<file path="config.mk">
export PLATFORM = sky130hd
export DESIGN_NAME = i2c_wo_regbank
export DESIGN_NICKNAME = d
export VERILOG_FILES = /design/src/rtl/i2cw_pkg.sv /design/src/rtl/i2cw_sync.sv /design/src/rtl/i2cw_link.sv /design/src/rtl/i2cw_bank.sv /design/src/rtl/i2c_wo_regbank.sv
export SDC_FILE = /design/constraint.sdc
export NUM_CORES = 1
export LEC_CHECK = 0
export ABC_AREA = 1
export BUFFER_PORTS_ARGS = -buffer_cell sky130_fd_sc_hd__buf_2
export CORE_MARGIN = 4
export CORE_UTILIZATION = 40
export DETAILED_ROUTE_END_ITERATION = 10
export GPL_TIMING_DRIVEN = 0
export PLACE_DENSITY = 0.59
export SYNTH_ARGS = -nofsm -noshare
export SYNTH_HDL_FRONTEND = slang
export SYNTH_HIERARCHICAL = 1
export SYNTH_SLANG_ARGS = --single-unit
</file>
<file path="constraint.sdc">
create_clock -name clk_i -period 2.4 [get_ports clk_i]
set_clock_uncertainty 0.15 [all_clocks]
set_input_delay 0.12 -clock clk_i [delete_from_list [all_inputs] [get_ports clk_i]]
set_output_delay 0.12 -clock clk_i [all_outputs]
set_load 0.05 [all_outputs]
</file>
<file path="src/rtl/i2cw_pkg.sv">
package i2cw_pkg;
  localparam int BYTE_W = 8;
  localparam int N_CFG  = 4;
  localparam int N_DUTY = 6;
  localparam int N_TIM  = 14;

  localparam logic [4:0] DEV_PREFIX = 5'b11001;

  localparam logic [7:0] A_RUN      = 8'h00;
  localparam logic [7:0] A_LED      = 8'h01;
  localparam logic [7:0] A_CFG0     = 8'h03;
  localparam logic [7:0] A_DUTY0    = 8'h07;
  localparam logic [7:0] A_LOAD_OUT = 8'h10;
  localparam logic [7:0] A_TIM_A0   = 8'h11;
  localparam logic [7:0] A_TIM_B0   = 8'h1A;
  localparam logic [7:0] A_TIM_C0   = 8'h1D;
  localparam logic [7:0] A_LOAD_TIM = 8'h26;
  localparam logic [7:0] A_CLEAR    = 8'hFF;

  localparam logic [7:0] LED_DEFAULT = 8'h77;
  localparam logic [4:0] NO_SLOT     = 5'h1F;

  typedef enum logic [2:0] {
    L_IDLE, L_ADDR, L_ACK_A, L_REG, L_ACK_R, L_DATA, L_ACK_D, L_SKIP
  } link_st_t;

  function automatic logic addr_hit(input logic [7:0] b, input logic [1:0] strap);
    return b == {DEV_PREFIX, strap, 1'b0};
  endfunction

  function automatic logic in_span(input logic [7:0] a, input logic [7:0] base,
                                   input logic [7:0] n);
    return (a >= base) && ((a - base) < n);
  endfunction

  // maps a register address onto a timing slot, NO_SLOT when none
  function automatic logic [4:0] tim_slot(input logic [7:0] a);
    if (in_span(a, A_TIM_A0, 8'd6)) return 5'(a - A_TIM_A0);
    if (in_span(a, A_TIM_B0, 8'd2)) return 5'(a - A_TIM_B0 + 8'd6);
    if (in_span(a, A_TIM_C0, 8'd6)) return 5'(a - A_TIM_C0 + 8'd8);
    return NO_SLOT;
  endfunction
endpackage

</file>
<file path="src/rtl/i2cw_sync.sv">
module i2cw_sync #(
  parameter int WIDTH = 3,
  parameter int STAGES = 2,
  parameter logic [WIDTH-1:0] IDLE_VAL = '0
) (
  input  logic             clk_i,
  input  logic             rst_n_i,
  input  logic [WIDTH-1:0] async_i,
  output logic [WIDTH-1:0] lvl_o,
  output logic [WIDTH-1:0] prev_o
);
  logic [STAGES-1:0][WIDTH-1:0] pipe_q;
  logic [WIDTH-1:0] prev_q;

  always_ff @(posedge clk_i or negedge rst_n_i) begin
    if (!rst_n_i) begin
      pipe_q <= {STAGES{IDLE_VAL}};
      prev_q <= IDLE_VAL;
    end else begin
      pipe_q <= {pipe_q[STAGES-2:0], async_i};
      prev_q <= pipe_q[STAGES-1];
    end
  end

  assign lvl_o  = pipe_q[STAGES-1];
  assign prev_o = prev_q;
endmodule

</file>
<file path="src/rtl/i2cw_link.sv">
module i2cw_link
  import i2cw_pkg::*;
(
  input  logic             clk_i,
  input  logic             rst_n_i,
  input  logic             scl_l_i,
  input  logic             scl_p_i,
  input  logic             sda_l_i,
  input  logic             sda_p_i,
  input  logic             wake_l_i,
  input  logic             wake_p_i,
  input  logic [1:0]       strap_i,
  output logic             pull_o,
  output logic             wr_fire_o,
  output logic [BYTE_W-1:0] wr_addr_o,
  output logic [BYTE_W-1:0] wr_data_o,
  output logic             stop_o,
  output logic             wake_o,
  output logic             busy_o
);
  link_st_t st_q;
  logic [BYTE_W-1:0] shift_q, ptr_q;
  logic [3:0] bits_q;

  logic scl_rise, scl_fall, start_w, stop_w, wake_w, byte_done, rx_state;
  assign scl_rise  = scl_l_i & ~scl_p_i;
  assign scl_fall  = ~scl_l_i & scl_p_i;
  assign start_w   = scl_l_i & scl_p_i & sda_p_i & ~sda_l_i;
  assign stop_w    = scl_l_i & scl_p_i & ~sda_p_i & sda_l_i;
  assign wake_w    = wake_l_i & ~wake_p_i;
  assign byte_done = (bits_q == 4'd8);
  assign rx_state  = (st_q == L_ADDR) || (st_q == L_REG) || (st_q == L_DATA);

  always_ff @(posedge clk_i or negedge rst_n_i) begin
    if (!rst_n_i) begin
      st_q      <= L_IDLE;
      shift_q   <= '0;
      ptr_q     <= '0;
      bits_q    <= '0;
      pull_o    <= 1'b0;
      wr_fire_o <= 1'b0;
      wr_addr_o <= '0;
      wr_data_o <= '0;
    end else begin
      wr_fire_o <= 1'b0;
      if (wake_w || stop_w) begin
        st_q   <= L_IDLE;
        pull_o <= 1'b0;
        bits_q <= '0;
      end else if (start_w) begin
        st_q   <= L_ADDR;
        pull_o <= 1'b0;
        bits_q <= '0;
      end else if (rx_state) begin
        if (scl_rise && !byte_done) begin
          shift_q <= {shift_q[BYTE_W-2:0], sda_l_i};
          bits_q  <= bits_q + 4'd1;
        end else if (scl_fall && byte_done) begin
          bits_q <= '0;
          if (st_q == L_ADDR) begin
            if (addr_hit(shift_q, strap_i)) begin
              pull_o <= 1'b1;
              st_q   <= L_ACK_A;
            end else begin
              st_q <= L_SKIP;
            end
          end else if (st_q == L_REG) begin
            ptr_q  <= shift_q;
            pull_o <= 1'b1;
            st_q   <= L_ACK_R;
          end else begin
            wr_fire_o <= 1'b1;
            wr_addr_o <= ptr_q;
            wr_data_o <= shift_q;
            ptr_q     <= ptr_q + 8'd1;
            pull_o    <= 1'b1;
            st_q      <= L_ACK_D;
          end
        end
      end else if ((st_q == L_ACK_A || st_q == L_ACK_R || st_q == L_ACK_D) && scl_fall) begin
        pull_o <= 1'b0;
        st_q   <= (st_q == L_ACK_A) ? L_REG : L_DATA;
      end
    end
  end

  assign stop_o = stop_w;
  assign wake_o = wake_w;
  assign busy_o = (st_q != L_IDLE);
endmodule

</file>
<file path="src/rtl/i2cw_bank.sv">
module i2cw_bank
  import i2cw_pkg::*;
(
  input  logic                     clk_i,
  input  logic                     rst_n_i,
  input  logic                     wr_fire_i,
  input  logic [BYTE_W-1:0]        wr_addr_i,
  input  logic [BYTE_W-1:0]        wr_data_i,
  output logic                     run_o,
  output logic [N_CFG*BYTE_W-1:0]  cfg_o,
  output logic [BYTE_W-1:0]        led_en_o,
  output logic [N_DUTY*BYTE_W-1:0] duty_o,
  output logic [N_TIM*BYTE_W-1:0]  timing_o
);
  logic zero_w, clear_w, load_out_w, load_tim_w;
  logic [4:0] slot_w;
  assign zero_w     = (wr_data_i == '0);
  assign clear_w    = wr_fire_i && (wr_addr_i == A_CLEAR) && zero_w;
  assign load_out_w = wr_fire_i && (wr_addr_i == A_LOAD_OUT) && zero_w;
  assign load_tim_w = wr_fire_i && (wr_addr_i == A_LOAD_TIM) && zero_w;
  assign slot_w     = tim_slot(wr_addr_i);

  logic run_q;
  logic [BYTE_W-1:0] led_stg_q, led_act_q;

  always_ff @(posedge clk_i or negedge rst_n_i) begin
    if (!rst_n_i) begin
      run_q     <= 1'b0;
      led_stg_q <= LED_DEFAULT;
      led_act_q <= LED_DEFAULT;
    end else if (clear_w) begin
      run_q     <= 1'b0;
      led_stg_q <= LED_DEFAULT;
      led_act_q <= LED_DEFAULT;
    end else begin
      if (wr_fire_i && wr_addr_i == A_RUN) run_q <= wr_data_i[0];
      if (wr_fire_i && wr_addr_i == A_LED) led_stg_q <= wr_data_i;
      if (load_out_w) led_act_q <= led_stg_q;
    end
  end
  assign run_o    = run_q;
  assign led_en_o = led_act_q;

  for (genvar k = 0; k < N_CFG; k++) begin : g_cfg
    logic [BYTE_W-1:0] val_q;
    always_ff @(posedge clk_i or negedge rst_n_i) begin
      if (!rst_n_i) val_q <= '0;
      else if (clear_w) val_q <= '0;
      else if (wr_fire_i && wr_addr_i == A_CFG0 + 8'(k)) val_q <= wr_data_i;
    end
    assign cfg_o[k*BYTE_W +: BYTE_W] = val_q;
  end

  for (genvar k = 0; k < N_DUTY; k++) begin : g_duty
    logic [BYTE_W-1:0] stg_q, act_q;
    always_ff @(posedge clk_i or negedge rst_n_i) begin
      if (!rst_n_i) begin
        stg_q <= '0;
        act_q <= '0;
      end else if (clear_w) begin
        stg_q <= '0;
        act_q <= '0;
      end else begin
        if (wr_fire_i && wr_addr_i == A_DUTY0 + 8'(k)) stg_q <= wr_data_i;
        if (load_out_w) act_q <= stg_q;
      end
    end
    assign duty_o[k*BYTE_W +: BYTE_W] = act_q;
  end

  for (genvar k = 0; k < N_TIM; k++) begin : g_tim
    logic [BYTE_W-1:0] stg_q, act_q;
    always_ff @(posedge clk_i or negedge rst_n_i) begin
      if (!rst_n_i) begin
        stg_q <= '0;
        act_q <= '0;
      end else if (clear_w) begin
        stg_q <= '0;
        act_q <= '0;
      end else begin
        if (wr_fire_i && slot_w == 5'(k)) stg_q <= wr_data_i;
        if (load_tim_w) act_q <= stg_q;
      end
    end
    assign timing_o[k*BYTE_W +: BYTE_W] = act_q;
  end
endmodule

</file>
<file path="src/rtl/i2c_wo_regbank.sv">
module i2c_wo_regbank
  import i2cw_pkg::*;
#(
  parameter int SYNC_STAGES = 2
) (
  input  logic                     clk_i,
  input  logic                     rst_n_i,
  input  logic                     bus_clk_i,
  input  logic                     bus_dat_i,
  output logic                     bus_dat_pull_o,
  input  logic                     wake_i,
  input  logic [1:0]               addr_strap_i,
  output logic                     run_o,
  output logic [N_CFG*BYTE_W-1:0]  cfg_o,
  output logic [BYTE_W-1:0]        led_en_o,
  output logic [N_DUTY*BYTE_W-1:0] duty_o,
  output logic [N_TIM*BYTE_W-1:0]  timing_o
);
  localparam int N_LINES = 3;

  logic [N_LINES-1:0] line_lvl, line_prev;
  logic wr_fire, stop_evt, wake_evt, link_busy;
  logic [BYTE_W-1:0] wr_addr, wr_data;

  i2cw_sync #(.WIDTH(N_LINES), .STAGES(SYNC_STAGES), .IDLE_VAL(3'b011)) sync_i (
    .clk_i   (clk_i),
    .rst_n_i (rst_n_i),
    .async_i ({wake_i, bus_clk_i, bus_dat_i}),
    .lvl_o   (line_lvl),
    .prev_o  (line_prev)
  );

  i2cw_link link_i (
    .clk_i     (clk_i),
    .rst_n_i   (rst_n_i),
    .scl_l_i   (line_lvl[1]),
    .scl_p_i   (line_prev[1]),
    .sda_l_i   (line_lvl[0]),
    .sda_p_i   (line_prev[0]),
    .wake_l_i  (line_lvl[2]),
    .wake_p_i  (line_prev[2]),
    .strap_i   (addr_strap_i),
    .pull_o    (bus_dat_pull_o),
    .wr_fire_o (wr_fire),
    .wr_addr_o (wr_addr),
    .wr_data_o (wr_data),
    .stop_o    (stop_evt),
    .wake_o    (wake_evt),
    .busy_o    (link_busy)
  );

  i2cw_bank bank_i (
    .clk_i     (clk_i),
    .rst_n_i   (rst_n_i),
    .wr_fire_i (wr_fire),
    .wr_addr_i (wr_addr),
    .wr_data_i (wr_data),
    .run_o     (run_o),
    .cfg_o     (cfg_o),
    .led_en_o  (led_en_o),
    .duty_o    (duty_o),
    .timing_o  (timing_o)
  );
endmodule

</file>
After elaboration in Yosys (flattened, before gate mapping)
Index checks and enable logic that the tools add are counted.
{ "classes": {"add_sub_neg": 7, "mux": 137, "eq_ne": 38, "n_reduce_logical": 84, "magnitude_cmp": 6, "bitwise": 18} }
{ "ops": {"columns": ["operator", "n"], "rows": [
  ["8-bit two-way mux", 93],
  ["2-bit nonzero test", 28],
  ["8-bit by 4-bit == test with 1-bit output (second input constant)", 5],
  ["1-bit logical AND", 38],
  ["8-bit by 3-bit == test with 1-bit output (second input constant)", 4],
  ["5-bit by 4-bit == test with 1-bit output (second input constant)", 6],
  ["5-bit two-way mux", 6],
  ["3-bit two-way mux", 9],
  ["8-bit by 5-bit >= comparator with 1-bit output (second input constant)", 3],
  ["8-bit by 5-bit subtractor with 8-bit output (second input constant)", 3],
  ["1-bit two-way mux", 23],
  ["5-bit by 3-bit == test with 1-bit output (second input constant)", 4],
  ["4-bit two-way mux", 5],
  ["8-bit logical NOT", 2],
  ["8-bit by 3-bit less-than comparator with 1-bit output (second input constant)", 2],
  ["5-bit by 2-bit == test with 1-bit output (second input constant)", 2],
  ["1-bit NOT", 10],
  ["3-bit == test (second input constant)", 3],
  ["8-bit by 1-bit adder with 8-bit output (second input constant)", 1],
  ["1-bit bitwise AND", 8],
  ["8-bit by 1-bit == test with 1-bit output (second input constant)", 1],
  ["8-bit by 2-bit == test with 1-bit output (second input constant)", 1],
  ["8-bit by 5-bit == test with 1-bit output (second input constant)", 1],
  ["8-bit by 6-bit == test with 1-bit output (second input constant)", 1],
  ["23 further kinds", 31]
]} }
{ "totals": {"inputBits": 7, "ff_bits": 419, "wordCells": 348} }

Depth between registers and ports, before layout
Gate-level depths: netlist of the first run.
{ "depth": {"word_depth": 14, "depth_mapped": 17} }

Modules after synthesis
The synthesis of the first run kept the hierarchy.
{ "by_module_without_submodules": {"columns": ["mod", "instances", "area_each_um2", "cells_each"], "rows": [
  ["i2cw_bank", 1, 15300.9, 1672],
  ["i2cw_link", 1, 2318.5, 273],
  ["i2cw_sync", 1, 255.2, 12]
]} }

Least setup slack after synthesis of the first run
Ideal clock, no wire load.
{ "synth_path": {"path_type": "register to register", "start": "register link_i.wr_addr_o[2]", "end": "register bank_i.g_tim[13].stg_q[5]", "path_buffers": 2, "arrival_time_ps": 2110, "period_less_slack_ps": 2392, "setup_ps": 132, "stages_incl_launch_ff": 17, "required_time_ps": 2118, "slack_ps": 8, "path_cell_list": "dfrtp_1 > inv_1 > ha_1 > buf_6 > nor2_1 > nand2_1 > nand2_1 > nor2_1 > nand2_2 > nand3_2 > nand2_2 > nand4_1 > nor2_4 > nand2_2 > buf_6 > nand2_1 > o21ai_2"} }
{ "synth_between": {"elab_chain_len": 12, "word_cells_on_any_way": 33, "classes_between": "add/sub (5); order compare (6); eq/ne (2); mux (13); reduce/logical (7)"} }
{ "synth_rtl": {"columns": ["item", "line", "source"], "rows": [
  ["start, declared", "i2cw_link.sv:15", "output logic [BYTE_W-1:0] wr_addr_o,"],
  ["start signal, assigned", "i2cw_link.sv:73", "wr_addr_o <= ptr_q;"],
  ["8-bit by 5-bit subtractor with 8-bit output", "i2cw_pkg.sv:33", "return (a >= base) && ((a - base) < n);"],
  ["8-bit by 3-bit less-than comparator with 1-bit output", "i2cw_pkg.sv:33", null],
  ["1-bit logical AND", "i2cw_pkg.sv:33", null],
  ["1-bit two-way mux (2 in series)", "i2cw_pkg.sv:40", "if (in_span(a, A_TIM_C0, 8'd6)) return 5'(a - A_TIM_C0 + 8'd8);"],
  ["1-bit two-way mux", "i2cw_pkg.sv:39", "if (in_span(a, A_TIM_B0, 8'd2)) return 5'(a - A_TIM_B0 + 8'd6);"],
  ["5-bit two-way mux", "i2cw_pkg.sv:41", "return NO_SLOT;"],
  ["5-bit two-way mux", "i2cw_pkg.sv:40", null],
  ["5-bit two-way mux", "i2cw_pkg.sv:39", null],
  ["5-bit by 4-bit == test with 1-bit output", "i2cw_bank.sv:81", "if (wr_fire_i && slot_w == 5'(k)) stg_q <= wr_data_i;"],
  ["1-bit logical AND", "i2cw_bank.sv:81", null],
  ["2-bit nonzero test (no line)", null, null],
  ["end signal, assigned", "i2cw_bank.sv:81", null],
  ["end, declared", "i2cw_bank.sv:72", "logic [BYTE_W-1:0] stg_q, act_q;"]
]} }
Several ways; a longest one is shown, not always the timed one. The select of a mux whose other input is x is not followed.
A chain may end at the register's enable or synchronous reset.

Worst setup path after layout of the first run
{ "layout_path": {"start": "register link_i.wr_addr_o[1]", "end": "register bank_i.g_tim[5].stg_q[7]"} }
{ "layout_between": {"elab_chain_len": 12, "word_cells_on_any_way": 33, "classes_between": "add/sub (5); order compare (6); eq/ne (2); mux (13); reduce/logical (7)"} }
{ "layout_rtl": {"columns": ["item", "line"], "rows": [
  ["8-bit by 5-bit subtractor with 8-bit output", "i2cw_pkg.sv:33"],
  ["8-bit by 3-bit less-than comparator with 1-bit output", "i2cw_pkg.sv:33"],
  ["1-bit logical AND", "i2cw_pkg.sv:33"],
  ["1-bit two-way mux (2 in series)", "i2cw_pkg.sv:40"],
  ["1-bit two-way mux", "i2cw_pkg.sv:39"],
  ["5-bit two-way mux", "i2cw_pkg.sv:41"],
  ["5-bit two-way mux", "i2cw_pkg.sv:40"],
  ["5-bit two-way mux", "i2cw_pkg.sv:39"],
  ["5-bit by 3-bit == test with 1-bit output", "i2cw_bank.sv:81"],
  ["1-bit logical AND", "i2cw_bank.sv:81"],
  ["2-bit nonzero test (no line)", null],
  ["end signal, assigned", "i2cw_bank.sv:81"],
  ["end, declared", "i2cw_bank.sv:72"]
]} }
Several ways; a longest one is shown, not always the timed one. The select of a mux whose other input is x is not followed.

==> results of run 1 <==
[per-layer routing]
metal / routed length (um) / up-vias
li1: - / 7046
met1: 25000 / 7424
met2: 25700 / 417
met3: 3660 / 106
met4: 1630 / 0
met5: 0 / -
[worst register-to-register path, stage by stage, from the launching register on]
cell and delay (ps):
dfrtp_2 400, clkinv_4 110, buf_12 150, ha_4 170, inv_4 80, nand2_2 70
nand3_4 90, nand3_2 100, nor2_4 110, nand3_4 100, nand2_4 110, nand4_1 180
nor2_4 180, buf_12 160, nand2_8 90, buf_8 150, nand2_1 50, o21ai_1 60
[cell type report]
class	count	area, um2
sequential	419	10500
fill	3931	20500
clock inverter	11	136
timing repair inverter	1	6.26
multi-input combinational	1297	7220
timing repair buffer	312	2350
inverter	139	581
clock buffer	69	1380
buffer	97	801
tap	592	741
[per-stage QoR]
stage,hold slack (ps),area (um2)
after floorplan,-326,17900
after global placement,75.0,19700
after detailed placement,26.2,19700
after CTS,5.87,22700
after global routing,43.8,23700
final,50.9,23700
[sequential cells by signal, summed over array words and instances, names as in the netlist, 4 cells and up]
register / count
bank_i/g_cfg.val_q: 32
bank_i/g_duty.act_q: 48
bank_i/g_duty.stg_q: 48
bank_i/g_tim.act_q: 112
bank_i/g_tim.stg_q: 112
bank_i/led_en_o: 8
bank_i/led_stg_q: 8
link_i/bits_q: 4
link_i/ptr_q: 8
link_i/shift_q: 8
link_i/wr_addr_o: 8
link_i/wr_data_o: 8
[what timing repair did]
item	in CTS	in global routing
endpoints found under the hold margin	115	0
hold buffers	8	0
pin swaps	28	43
cloned	10	9
gates resized for setup	199	213
setup buffers	59	18
setup endpoints to repair	369	441
[where the power goes]
part | switching [mW] | internal, mW | leakage, nW
Clock | 2.92 | 4.19 | 0.740
Sequential | 0.112 | 7.18 | 5.76
Combinational | 0.581 | 0.262 | 5.45
Total | 3.61 | 11.6 | 11.9
[worst min path at each step]
stage	from	to	slack [ps]	cells past startpoint
CTS	wake_i	sync_i/pipe_q[2]	6	2
global placement	bus_dat_i	sync_i/pipe_q[0]	70	1
detailed placement	rst_n_i	bank_i/g_tim[12].act_q[6]	30	1
finish	bus_dat_i	sync_i/pipe_q[0]	50	2
global route	bus_dat_i	sync_i/pipe_q[0]	40	2
floorplan	rst_n_i	bank_i/g_cfg[0].val_q[0]	-330	0
==> impl_metrics.py, run 1 <==
metrics = {
    "global_routing": {
        "grt_pass1_vias": 14400,
        "top_usage_layer": "met2",
        "grtUsageMet1_pct": 32.1,
        "met3_usage_pct": 4.57,
        "met2_usage_pct": 34.6,
        "grt_overflow": 0,
        "grt_usage_pct": 22.3,
        "antenna_found_initial": 1,
        "grt_start_max_net_pins": 118,
        "grt_pass1_wl_um": 83500,
    },
    "finish": {
        "area_growth_pct": 32.8,
        "final_cell_mix": "nand2_1, dfrtp_1, o21ai_0",
        "finalNonFillerCells": 2937,
        "post-route-util_pct": 53.7,
        "num-nets-final": 2336,
        "antennaDiodeCount": 0,
        "final_common_cell": "nand2_1",
        "drive_gt1_share_pct": 33.3,
    },
    "timing": {
        "rsz0062_at_grt": "yes",
        "final.min_clock_period_ps": 2650,
        "fin_setup_tns_ps": -15970,
        "fin_crit_sh_pct": 110,
        "worst_pin_slew_ps": 1200,
        "hold_viol_final": 0,
        "setup_ws_ps": -247,
        "max-slew-margin-rel_pct": 19.7,
        "finalSetupViolations": 112,
        "slew_viol_final": 0,
        "max_freq_mhz": 378,
    },
    "die": {
        "die_h_um": 219,
        "start_util_pct": 40.4,
        "num_rows": 77,
        "core-area_mm2": 0.0442,
        "dieArea_mm2": 0.0481,
        "die_w_um": 219,
        "boundaryPins": 209,
    },
    "run": {
        "drv_cap": 0,
    },
    "worst_setup_path": {
        "path_delay_family": "simple AND/OR/NAND/NOR gates",
        "critical_path.max_stage_delay_ps": 400,
        "end_kind": "flip-flop",
        "slowest_stage": "dfrtp_2",
        "cp_max_fo": 5,
        "start_kind": "flip-flop",
        "worst_r2r_path_depth": 17,
        "reg2reg_from": "link_i/wr_addr_o[1]",
        "required_ps": 2680,
        "cp-endpoint": "bank_i/g_tim[5].stg_q[7]",
        "cp_num_buf_inv": 5,
        "worstSetupPathType": "flip-flop to flip-flop",
        "arrival_ps": 2920,
        "critical_path_depth": 17,
        "r2r_setup_slack_ps": -250,
        "path_cells": "clkinv_4 -> buf_12 -> ha_4 -> inv_4 -> nand2_2 -> nand3_4 -> nand3_2 -> nor2_4 -> nand3_4 -> nand2_4 -> nand4_1 -> nor2_4 -> buf_12 -> nand2_8 -> buf_8 -> nand2_1 -> o21ai_1",
        "cp-startpoint": "link_i/wr_addr_o[1]",
        "timing.rr.end": "bank_i/g_tim[5].stg_q[7]",
    },
    "power_and_ir_drop": {
        "power_density_mw_per_mm2": 642,
        "total_power_mw": 15.2,
        "vdd_drop_max_mv": 0.474,
        "p_leak_nw": 11.9,
    },
    "cts": {
        "numCtsBuffers": 46,
        "path_clk_slew_ps": 60,
        "clock_path_buffers": 3,
        "numClockSinks": 419,
        "clockRootBuffer": "clkbuf_16",
        "cts_tree": "built",
        "h-tree-depth": 2,
        "insertion_delay_ps": 600,
    },
    "synthesis": {
        "synth_fp_nets": 1979,
        "avgSynthCellArea_um2": 9.14,
        "synth_warnings": 6,
        "synthCells": 1956,
        "synth_area_mm2": 0.0179,
    },
    "placed_design": {
        "gp_congestion": 0.864,
        "port_buffers": 208,
        "dp_cells": 2759,
        "place_hpwl_um": 36000,
        "place_ws_ps": -1120,
    },
    "drt": {
        "drc": 0,
        "routedWlPerCell_um": 19.1,
        "vias": 15000,
        "first_iter_violations": 1393,
        "routed_wl_um": 56000,
        "vias_per_cell": 5.10,
        "drtPass1Iterations": 5,
        "ant_nets": 0,
    },
    "status": {
        "status": "finished with violations",
        "violations": "setup timing",
    },
    "min_path": {
        "min_path_type": "input pin to flip-flop",
    },
}
(Power assumes the default switching activity.)
==> run 2: changes to the inputs <==
--- a/config.mk
+++ b/config.mk
@@ -11,7 +11,7 @@
 export CORE_UTILIZATION = 40
 export DETAILED_ROUTE_END_ITERATION = 10
 export GPL_TIMING_DRIVEN = 0
-export PLACE_DENSITY = 0.59
+export PLACE_DENSITY = 0.57
 export SYNTH_ARGS = -nofsm -noshare
 export SYNTH_HDL_FRONTEND = slang
 export SYNTH_HIERARCHICAL = 1
==> constraint.sdc (replaced) <==
create_clock -name clk_i -period 3.29 [get_ports clk_i]
set_clock_uncertainty 0.15 [all_clocks]
set_input_delay 0.1645 -clock clk_i [delete_from_list [all_inputs] [get_ports clk_i]]
set_output_delay 0.1645 -clock clk_i [all_outputs]
set_load 0.05 [all_outputs]
==> impl_metrics.py, run 2 (same netlist as run 1, synthesis figures left out) <==
metrics = {
    "timing": {
        "final.min_clock_period_ps": 3110,
        "finalSetupViolations": 0,
        "max_freq_mhz": 322,
        "hold_viol_final": 0,
        "max-slew-margin-rel_pct": 17.5,
        "fin_crit_sh_pct": 94.4,
        "slew_viol_final": 0,
        "setup_ws_ps": 184,
        "whs_ps": 29.1,
        "rsz0062_at_grt": "no",
        "worst_pin_slew_ps": 1240,
    },
    "min_path": {
        "min_path_type": "input pin to flip-flop",
    },
    "drt": {
        "wl_met3_um": 2840,
        "first_iter_violations": 1042,
        "routed.top_layer": "met4",
        "routedWlPerCell_um": 18.1,
        "ant_nets": 0,
        "drt-met1-wl_um": 24000,
        "dr_wl_met2_um": 23500,
        "drtPass1Iterations": 5,
        "routed_wl_um": 51700,
        "vias": 14200,
        "drc": 0,
        "vias_per_cell": 4.99,
    },
    "worst_setup_path": {
        "end_kind": "flip-flop",
        "required_ps": 3620,
        "crit_top_cell": "buf_4",
        "cp_max_fo": 10,
        "start_kind": "flip-flop",
        "arrival_ps": 3440,
        "critical_path.max_stage_delay_ps": 490,
        "worstSetupPathType": "flip-flop to flip-flop",
        "path_cells": "ha_1 -> and3_1 -> nand2_1 -> inv_2 -> o21ai_4 -> buf_4 -> buf_4 -> buf_4 -> nand2_1 -> o21ai_0",
        "slowest_stage": "dfrtp_1",
    },
    "placed_design": {
        "place_hpwl_um": 36400,
        "dp_cells": 2760,
        "port_buffers": 208,
        "gp_congestion": 0.856,
        "place_ws_ps": -185,
    },
    "power_and_ir_drop": {
        "vdd_drop_max_mv": 0.311,
        "total_power_mw": 11.1,
        "power_density_mw_per_mm2": 520,
        "p_leak_nw": 11.1,
        "pwr-share-comb_pct": 5.4,
        "p_switching_mw": 2.61,
        "intPower_mw": 8.52,
        "p_clk_share_pct": 46.8,
        "p_sw_share_pct": 23.4,
        "p_seq_share_pct": 47.8,
    },
    "finish": {
        "num-nets-final": 2245,
        "final_cell_mix": "nand2_1, dfrtp_1, o21ai_0",
        "drive_gt1_share_pct": 22.9,
        "multi_input_area_mm2": 0.00626,
        "n_fill_cell": 4210,
        "final_common_cell": "nand2_1",
        "finalNonFillerCells": 2850,
        "regArea_mm2": 0.0105,
        "largestRegisters": "bank_i/g_tim.act_q: 112 flops, bank_i/g_tim.stg_q: 112 flops",
        "area_growth_pct": 19.8,
    },
    "die": {
        "die_w_um": 219,
        "boundaryPins": 209,
        "num_rows": 77,
        "start_util_pct": 40.4,
        "die_h_um": 219,
        "core-area_mm2": 0.0442,
        "dieArea_mm2": 0.0481,
    },
    "global_routing": {
        "grt_overflow": 0,
        "grt_pass1_vias": 14000,
        "grt_usage_pct": 21.6,
        "grt_start_max_net_pins": 124,
        "grt_pass1_wl_um": 81100,
        "antenna_found_initial": 0,
    },
    "cts": {
        "path_clk_slew_ps": 60,
        "h-tree-depth": 2,
        "numCtsBuffers": 45,
        "insertion_delay_ps": 560,
        "cts_tree": "built",
        "clockRootBuffer": "clkbuf_16",
        "numClockSinks": 419,
        "clock_path_buffers": 3,
    },
    "status": {
        "status": "completed",
    },
    "run": {
        "drv_cap": 0,
    },
}
[run 2: stage by stage]
stage          instance area [um2]   TNS, ps  utilization, %
2_1_floorplan                17900         0               -
3_3_place_gp                 19700  -2657640            44.4
3_5_place_dp                 19800     -4590            44.7
4_1_cts                      21400         0            48.4
5_1_grt                      21400         0            48.4
6_report                     21400         0            48.4
[run 2: worst paths after layout]
kind                                startpoint                         to  slack [ps]  cells past startpoint
max in group asynchronous              rst_n_i  bank_i/g_duty[5].stg_q[5]        1110                      6
min                            addr_strap_i[0]              link_i/pull_o          30                      8
max                        link_i/wr_addr_o[0]  bank_i/g_tim[12].act_q[0]         180                     10
min in group asynchronous              rst_n_i  bank_i/g_tim[12].act_q[5]         510                      4
max reg2reg                link_i/wr_addr_o[0]  bank_i/g_tim[12].act_q[0]         180                     10
min reg2reg                   sync_i/pipe_q[2]            sync_i/lvl_o[2]         200                      0
[run 2: repair_timing]
item	in CTS	in global routing
hold endpoints to repair	124	0
hold buffers	7	0
setup buffers	0	0
setup endpoints to repair	73	51
pin swaps	0	1
gates resized for setup	3	10
[run 2: worst max-delay path, delay by kind of cell (launching register included)]
kind | cells | cell delay (ps)
compound gates | 2 | 520
fa+ha+maj | 1 | 370
buf+inv | 4 | 830
flops | 1 | 490
simple gates | 3 | 630
[run 2: cell type report]
type                       count  area share, %
clock buffer                  67           6.35
timing repair buffer         219           5.80
multi-input combinational   1295           29.3
buffer                       103           2.78
inverter                     139           2.45
clock inverter                15          0.801
sequential                   419           49.1
tap                          592           3.46
antenna                        1         0.0117
[run 2: power by group through the flow]
stage	registers (mW)	clock network [mW]	logic (mW)
after floorplan	5.41	0	0.378
after global placement	5.41	0	0.580
after detailed placement	5.41	0	0.611
after CTS	5.32	5.31	0.620
after global routing	5.33	5.53	0.689
final	5.32	5.21	0.605
[run 2: metal layers]
layer	track usage [%]	up-vias
li1	-	6834
met1	31.4	6942
met2	33.5	377
met3	3.46	81
met4	6.34	0
met5	0	-
